File: config.mk
export PLATFORM = sky130hd
export DESIGN_NAME = dds_freq_meter
export DESIGN_NICKNAME = d
export VERILOG_FILES = /design/src/rtl/fm_pkg.sv /design/src/rtl/fm_sync_edge.sv /design/src/rtl/fm_dds_acc.sv /design/src/rtl/fm_freq_cmp.sv /design/src/rtl/fm_sa_ctrl.sv /design/src/rtl/dds_freq_meter.sv
export SDC_FILE = /design/constraint.sdc
export NUM_CORES = 1
export LEC_CHECK = 0
export CAP_MARGIN = 20
export CORE_AREA = 3 3 202 204
export DETAILED_ROUTE_END_ITERATION = 6
export DIE_AREA = 0 0 205 207
export HOLD_SLACK_MARGIN = 0.03
export PLACE_DENSITY = 0.43
export SLEW_MARGIN = 10
export SYNTH_ARGS = -nofsm -noshare
export SYNTH_HDL_FRONTEND = slang
export SYNTH_SLANG_ARGS = --single-unit
File: constraint.sdc
create_clock -name clk -period 7.1 [get_ports clk]
set_input_delay 1.065 -clock clk [delete_from_list [all_inputs] [get_ports clk]]
set_output_delay 1.065 -clock clk [all_outputs]
set_load 0.05 [all_outputs]
File: src/rtl/fm_pkg.sv
package fm_pkg;
  typedef enum logic [1:0] {
    MODE_IDLE   = 2'd0,
    MODE_SEARCH = 2'd1,
    MODE_TRACK  = 2'd2
  } fm_mode_t;
endpackage

File: src/rtl/fm_sync_edge.sv
module fm_sync_edge #(
  parameter int STAGES = 2
) (
  input  logic clk,
  input  logic rst,
  input  logic async_in,
  output logic rise
);
  logic [STAGES-1:0] chain;
  logic              last_q;

  generate
    for (genvar i = 0; i < STAGES; i++) begin : g_stage
      if (i == 0) begin : g_first
        always_ff @(posedge clk) begin
          if (rst) chain[0] <= 1'b0;
          else     chain[0] <= async_in;
        end
      end else begin : g_next
        always_ff @(posedge clk) begin
          if (rst) chain[i] <= 1'b0;
          else     chain[i] <= chain[i-1];
        end
      end
    end
  endgenerate

  always_ff @(posedge clk) begin
    if (rst) last_q <= 1'b0;
    else     last_q <= chain[STAGES-1];
  end

  assign rise = chain[STAGES-1] & ~last_q;
endmodule

File: src/rtl/fm_dds_acc.sv
module fm_dds_acc #(
  parameter int W = 32
) (
  input  logic         clk,
  input  logic         rst,
  input  logic [W-1:0] tune,
  output logic         msb
);
  logic [W-1:0] phase;

  always_ff @(posedge clk) begin
    if (rst) phase <= '0;
    else     phase <= phase + tune;
  end

  assign msb = phase[W-1];
endmodule

File: src/rtl/fm_freq_cmp.sv
module fm_freq_cmp #(
  parameter int WINDOW = 256
) (
  input  logic clk,
  input  logic rst,
  input  logic run,
  input  logic restart,
  input  logic in_rise,
  input  logic dds_msb,
  output logic dec_vld,
  output logic dec_up,
  output logic dec_dn
);
  localparam int IW  = (WINDOW > 2) ? $clog2(WINDOW) : 1;
  localparam int DCW = $clog2(WINDOW) + 2;
  localparam logic [IW-1:0]  LAST_IN = IW'(WINDOW - 1);
  localparam logic [DCW-1:0] REF_CNT = DCW'(WINDOW);
  localparam logic [DCW-1:0] CNT_MAX = '1;

  logic           msb_q;
  logic           dds_rise;
  logic           armed;
  logic [IW-1:0]  in_cnt;
  logic [DCW-1:0] dds_cnt;
  logic [DCW-1:0] dds_next;

  assign dds_rise = dds_msb & ~msb_q;

  always_comb begin
    dds_next = dds_cnt;
    if (dds_rise && dds_cnt != CNT_MAX) dds_next = dds_cnt + 1'b1;
  end

  always_ff @(posedge clk) begin
    if (rst) msb_q <= 1'b0;
    else     msb_q <= dds_msb;
  end

  always_ff @(posedge clk) begin
    if (rst) begin
      armed   <= 1'b0;
      in_cnt  <= '0;
      dds_cnt <= '0;
      dec_vld <= 1'b0;
      dec_up  <= 1'b0;
      dec_dn  <= 1'b0;
    end else begin
      dec_vld <= 1'b0;
      dec_up  <= 1'b0;
      dec_dn  <= 1'b0;
      if (restart || !run) begin
        armed <= 1'b0;
      end else if (!armed) begin
        if (in_rise) begin
          armed   <= 1'b1;
          in_cnt  <= '0;
          dds_cnt <= '0;
        end
      end else if (in_rise) begin
        if (in_cnt == LAST_IN) begin
          dec_vld <= 1'b1;
          dec_up  <= (dds_next < REF_CNT);
          dec_dn  <= (dds_next > REF_CNT);
          in_cnt  <= '0;
          dds_cnt <= '0;
        end else begin
          in_cnt  <= in_cnt + 1'b1;
          dds_cnt <= dds_next;
        end
      end else begin
        dds_cnt <= dds_next;
      end
    end
  end
endmodule

File: src/rtl/fm_sa_ctrl.sv
module fm_sa_ctrl
  import fm_pkg::*;
#(
  parameter int W = 32
) (
  input  logic         clk,
  input  logic         rst,
  input  logic         start,
  input  logic         dec_vld,
  input  logic         dec_up,
  input  logic         dec_dn,
  output logic [W-1:0] fsw,
  output logic         valid,
  output logic         done,
  output fm_mode_t     mode
);
  localparam logic [W-1:0] HALF  = {1'b1, {(W-1){1'b0}}};
  localparam logic [W-1:0] QUART = HALF >> 1;
  localparam logic [W-1:0] ONE   = W'(1);
  localparam logic [W-1:0] TOP   = '1;

  logic [W-1:0] step;

  always_ff @(posedge clk) begin
    if (rst) begin
      fsw   <= '0;
      step  <= '0;
      valid <= 1'b0;
      done  <= 1'b0;
      mode  <= MODE_IDLE;
    end else begin
      done <= 1'b0;
      if (start) begin
        fsw   <= HALF;
        step  <= QUART;
        valid <= 1'b0;
        mode  <= MODE_SEARCH;
      end else if (dec_vld) begin
        case (mode)
          MODE_SEARCH: begin
            if (dec_up)      fsw <= fsw + step;
            else if (dec_dn) fsw <= fsw - step;
            if (step == ONE) begin
              mode  <= MODE_TRACK;
              valid <= 1'b1;
              done  <= 1'b1;
            end else begin
              step <= step >> 1;
            end
          end
          MODE_TRACK: begin
            if (dec_up && fsw != TOP)      fsw <= fsw + ONE;
            else if (dec_dn && fsw != ONE) fsw <= fsw - ONE;
          end
          default: ;
        endcase
      end
    end
  end
endmodule

File: src/rtl/dds_freq_meter.sv
module dds_freq_meter
  import fm_pkg::*;
#(
  parameter int ACC_W       = 32,
  parameter int WINDOW      = 256,
  parameter int SYNC_STAGES = 2
) (
  input  logic             clk,
  input  logic             rst,
  input  logic             start,
  input  logic             sig_in,
  output logic [ACC_W-1:0] fsw,
  output logic             dds_sq,
  output logic             valid,
  output logic             done
);
  logic     in_rise;
  logic     dec_vld;
  logic     dec_up;
  logic     dec_dn;
  fm_mode_t mode;

  fm_sync_edge #(.STAGES(SYNC_STAGES)) u_sync (
    .clk(clk), .rst(rst), .async_in(sig_in), .rise(in_rise)
  );

  fm_dds_acc #(.W(ACC_W)) u_acc (
    .clk(clk), .rst(rst), .tune(fsw), .msb(dds_sq)
  );

  fm_freq_cmp #(.WINDOW(WINDOW)) u_cmp (
    .clk(clk), .rst(rst), .run(mode != MODE_IDLE), .restart(start),
    .in_rise(in_rise), .dds_msb(dds_sq),
    .dec_vld(dec_vld), .dec_up(dec_up), .dec_dn(dec_dn)
  );

  fm_sa_ctrl #(.W(ACC_W)) u_ctrl (
    .clk(clk), .rst(rst), .start(start),
    .dec_vld(dec_vld), .dec_up(dec_up), .dec_dn(dec_dn),
    .fsw(fsw), .valid(valid), .done(done), .mode(mode)
  );
endmodule

# Word-level counts from Yosys, hierarchy flattened
# Cells that the tools add are included.
# totals
ff_bits	124
in_bits	4
out_inout_bits	35
wordCells	103
# op_classes
n_addsub	7
order_cmp	2
eq_ne	12
mux	28
bitwise_logic	11
n_reduce_logical	25
# op_table
cell	n
$mux W32	6
$mux W31	4
$pmux W32 S2	1
$mux W10	5
$add A32 B1 Y32 const B	1
$add A32 B31 Y32	1
$add A32 B32 Y32	1
$mux W8	4
$ne A32 B1 Y1 const B	1
$ne A32 B32 Y1 const B	1
$sub A32 B1 Y32 const B	1
$sub A32 B31 Y32	1
$eq A31 B1 Y1 const B	1
$reduce_and A3 Y1	4
$reduce_bool A2 Y1	6
$add A10 B1 Y10 const B	1
$gt A10 B9 Y1 const B	1
$lt A10 B9 Y1 const B	1
$ne A10 B10 Y1 const B	1
$not A1 Y1	9
$add A8 B1 Y8 const B	1
$eq A8 B8 Y1 const B	1
$mux W1	8
$reduce_and A4 Y1	2
16 further kinds	22

# Logic depth before layout (Yosys ltp)
# depth
ltp_word	7
depth_mapped	19
ltp_nobuf	18

# Hierarchy
# From an unflattened synthesis, not the netlist that was laid out.
# unflattened
cells_unflattened	1339
hier_area_um2	10390.0
# modules_own_cells
mod	instances	cells_per_inst	area_per_inst_um2	seq_area_each_um2
fm_sa_ctrl	1	838	6241.0	1321.3
fm_dds_acc	1	333	2737.6	640.6
fm_freq_cmp	1	160	1317.5	460.4
fm_sync_edge	1	7	87.6	60.1
dds_freq_meter	1	1	6.3	0.0

# Least setup slack after synthesis
# OpenSTA, ideal clock, no wires.
# synth_path
path_kind	reg-to-reg
startpoint	register u_ctrl.step[2]
endpoint	register u_ctrl.fsw[31]
setup_time_ns	0.130
arrival_time_ns	4.009
t_required_ns	6.970
setup_slack_ns	2.961
stages_incl_launch_ff	19
path_buffers	2
synth_period_minus_slack_ns	4.139
path_cell_list	dfxtp_1 -> clkbuf_1 -> nor4_1 -> and2_1 -> nor3b_1 -> nand2b_1 -> nor2_1 -> nor2_1 -> xor2_1 -> ha_1 -> clkbuf_1 -> and4_1 -> a311o_1 -> a211oi_1 -> o21ai_1 -> a31o_2 -> a221oi_1 -> mux2i_1 -> o22ai_1
# synth_via
elab_chain_len	6
elab_cells_between_ends	7
classes_between	add/sub: 2; mux: 5
# synth_lines
element	line_no	rtl
start, declared	fm_sa_ctrl.sv:22	logic [W-1:0] step;
start signal, assigned	fm_sa_ctrl.sv:48	step <= step >> 1;
$sub A32 B31 Y32	fm_sa_ctrl.sv:42	else if (dec_dn) fsw <= fsw - step;
$mux W32	fm_sa_ctrl.sv:42	
$mux W32 (*)	fm_sa_ctrl.sv:41	if (dec_up) fsw <= fsw + step;
$pmux W32 S2 (*)	fm_sa_ctrl.sv:39	case (mode)
$mux W32 (*)	fm_sa_ctrl.sv:38	end else if (dec_vld) begin
$mux W32 (*)	fm_sa_ctrl.sv:33	if (start) begin
end signal, assigned	fm_sa_ctrl.sv:41	
end signal, assigned	fm_sa_ctrl.sv:42	
end signal, assigned	fm_sa_ctrl.sv:52	if (dec_up && fsw != TOP) fsw <= fsw + ONE;
end, declared	fm_sa_ctrl.sv:12	output logic [W-1:0] fsw,
# Every way passes the cells marked *; elsewhere a longest branch is shown, timed or not. The select of a mux whose other input is x is not followed.
# A chain may end at the register's enable or synchronous reset.

# Worst setup path in the final report
# Ends and elaborated chain as after synthesis.

==> results.env <==
RUN_STATUS='completed'
STARTPOINT_TYPE='flop'
INITIAL_ANTENNA_VIOLATION_COUNT=0
FINALWORSTPATHREQUIREDPERIOD_PS=4920
CTS_BUFFERS=17
WHS_ENDPOINT='u_sync.chain[1]'
LAYOUT_COMMON_CELLS='160 x nand2_1, 129 x a21oi_1, 127 x nor2_1'
POST_CTS.RESIZED_INSTANCES=0
ROUTE.DETAILED.VIAS_PER_INST=5.12
TOTAL_LEAKAGE_POWER_nW=4.60
SLEW_VIOLATIONS=0
R2R.WORST_PATH.CELLS=16
SYNTH_CELL_TYPE_COUNT=82
DRIVE_ABOVE_1_SHARE_PCT=5.90
CTS_NUM_SINKS=124
CLOCK-ROOT-BUFFER='clkbuf_16'
TOP_ACHIEVABLE_CLOCK_SPEED_MHz=203
NETLIST_INSTANCES=1296
PEAKVDDDROP_uV=174
WORSTPATHREQUIRED_PS=7410
LAYOUT.NETS=1370
CORE-AREA_UM2=39500
HOLD_PATH_STARTPOINT='u_sync.chain[0]'
YS_FF_LATCH=124
REG2REG_FROM='u_ctrl.step[2]'
WORST_SKEW_PAIR.LATE_LATENCY_PS=440
SYN_AVG_CELL_AREA_UM2=7.55
TIMING.REG2REG.SETUP_SLACK_PS=2180
TOTAL_POWER_W=0.00163
PORTION_OF_THE_POST_SYNTHESIS_AREA_USED_BY_SEQUENTIAL_ELEMENTS_PCT=25.4
PWR_DENSITY_CELL_nW_PER_UM2=146
DESIGN.DIE.AREA_UM2=42400
FLOORPLAN.ROWS=73
HORIZONTAL_EXTENT_OF_THE_DIE_UM=205
WL_PER_CELL_UM=17.5
YS_ASYNC_SR_FRACTION_PCT=0
FINAL_DESIGN_AREA_NO_FILL_UM2=11200
FIRST_GLOBAL_VIAS=9081
DRTPASS1ITERATIONS=5
OVERFLOW=0
ANT_NETS=0
PATH_CLK_SLEW_PS=60
WORSTREG2REGEND='u_ctrl.fsw[31]'
CTS_BUFFER_DEPTH=2
PLACED_AREA_UM2=10600
SETUP_TNS_FINAL_PS=0
PLACE_HPWL_MM=23.6
FINAL_CELLS=1829
CTS.HOLD.BUFFERS_ADDED=0
DPL.CELL_COUNT=1797
FINCLKSKEW_PS=10.1
SYNTH_EDF_COUNT=0
HOLD-PATH-CELL-COUNT=1
CTS_TREE='done'
INITIAL_UTILIZATION_PCT=24.8
YS.FLOP_TYPE='dfxtp_1'
SYN_AREA_UM2=9780
ANTENNA-DIODE-COUNT=0
SETUP_VIOL=0
PIN_COUNT=39
TIGHTEST_SLEW_PS=1080
FINALHOLDWORSTSLACK_PS=459
CP_DATA_ARRIVAL_TIME_PS=5230
ROUTED-VIA-COUNT=9367
TIMING.MAX_SLEW.REL_SLACK_PCT=27.4
RSZ0062_AT_GRT='false'
TIMING.CRITICAL_PATH.FANOUT_MAX=10
FLOW.AREA_GROWTH_FROM_SYNTHESIS_PCT=14.4
CTSHTREEMAXLEVEL=4
CRITPATHCAPTURETYPE='flop'
TIMING.SETUP.CRITICAL_PATH_CLASS='flop to flop'
GRT_MAX_DEGREE=61
DR.FIRST_ITER.DRC_COUNT=632
POST_CTS_BUFFERS=0
SYNTH.YOSYS.WARNINGS=0
GP_CONGESTION=0.818
DRCVIOLATIONCOUNT=0
MIN_PATH_TYPE='flop to flop'
POST-ROUTE-PERIOD-UTIL_PCT=69.3
FINAL_COMMON_CELL='nand2_1'
PLACEMENT.IO_BUFFERS=38
DRV_CAP=0
GRT_FIRST_PASS_WIRELENGTH_MM=52.0
GLOBAL_ROUTE.USAGE.TOTAL_PCT=15.3
DETAIL_ROUTE.WIRELENGTH_MM=32.1
FINAL_HOLD_FAILS=0
DIE_H_UM=207
SYN-NUM-NETS=1375
-- registers in the layout (all words and copies together) (netlist names), 2 cells and up --
signal,cells
u_sync.chain,2
u_ctrl.step,31
u_cmp.in_cnt,8
u_cmp.dds_cnt,10
u_acc.phase,32
u_ctrl.fsw,32
-- cell usage after synthesis (all sizes together) (4+ instances only) --
master  count  area share, %
ha         73            9.3
o21ai      58            3.0
mux2        6           0.69
xnor2      35            3.1
nand2     160            6.1
a21o       38            2.9
nand2b     17            1.1
inv        22           0.84
o21a       12           0.92
or4         8           0.65
and3       20            1.3
o21bai     10           0.77
xor2       54            4.8
clkbuf     50            1.9
nor2      130            5.0
or3        10           0.64
a311oi      4           0.36
nor3b      12           0.92
nor4       20            1.6
o31a        7           0.63
nor2b      12           0.77
a21oi     129            6.6
a211oi     12           0.92
or2         7           0.45
nand3      37            1.9
o31ai       9           0.69
a22oi       9           0.69
buf        25            1.4
and2       10           0.64
o22ai      12           0.77
nor4b       4           0.36
a221oi     12            1.1
mux2i       9           0.92
o41ai       5           0.52
nand4      22            1.5
and4       10           0.90
a31oi      18            1.2
dfxtp     124             25
nor3       38            2.1
-- routing by layer --
metal | global-route usage, % | share of wire (%)
met2 | 23.6 | 44
met1 | 22.4 | 51
met4 | 3.44 | 1.2
met3 | 2.61 | 4.2
met5 | 0 | 0
-- layout make-up --
| cell class | instances | area, um^2 |
|---|---|---|
| clock buffers | 24 | 502 |
| clock inverters | 8 | 81.3 |
| fillers | 4359 | 28300 |
| inverters | 23 | 86.3 |
| multi-input cells | 1074 | 6910 |
| flip-flops and latches | 124 | 2480 |
| well taps | 525 | 657 |
| repair buffers | 51 | 473 |
-- through the flow --
stage          setup WS (ps)  utilization, %
6_report                2180            28.4
5_1_grt                 1700            28.4
4_1_cts                 2210            28.4
3_5_place_dp            2240            26.9
3_3_place_gp            2280            26.9
2_1_floorplan           2960               -
-- worst max-delay path, stage by stage (launching register included) --
cell and delay, ps:
dfxtp_1 370, nor4_1 440, and2_1 290, nor3b_1 280, nand2b_1 180, nor2_1 130, nor2_1 60, xor2_1 150
ha_1 410, and4_1 260, a311o_1 310, a211oi_1 520, o21ai_1 320, a31o_2 320, a221oi_1 390, mux2i_1 240
o22ai_1 90
-- worst max path at each step --
| stage | from | to | slack [ps] | depth (start not counted) |
|---|---|---|---|---|
| after floorplan | u_ctrl.step[2] | u_ctrl.fsw[31] | 2960 | 18 |
| after global placement | u_ctrl.step[2] | u_ctrl.fsw[31] | 2280 | 16 |
| after detailed placement | u_ctrl.step[6] | u_ctrl.fsw[31] | 2240 | 16 |
| after CTS | u_ctrl.step[6] | u_ctrl.fsw[31] | 2210 | 16 |
| after global routing | u_ctrl.step[6] | u_ctrl.fsw[31] | 1700 | 16 |
| final | u_ctrl.step[2] | u_ctrl.fsw[31] | 2180 | 16 |
-- power by group --
group	switching, W	total [W]	internal [W]
Clock	0.000353	0.000882	0.000529
Combinational	0.0000325	0.0000481	0.0000156
Sequential	0.00000449	0.000704	0.000700
Total	0.000390	0.00163	0.00124
-- logic make-up after synthesis --
logic type,Yosys count,synth area share (%)
compound gates,370,24.4
xor+xnor,89,7.97
fa+ha+maj,75,9.74
buf+inv,98,4.22
flops,124,25.4
mux,15,1.61
simple gates,525,26.7
(Power assumes the default switching activity.)
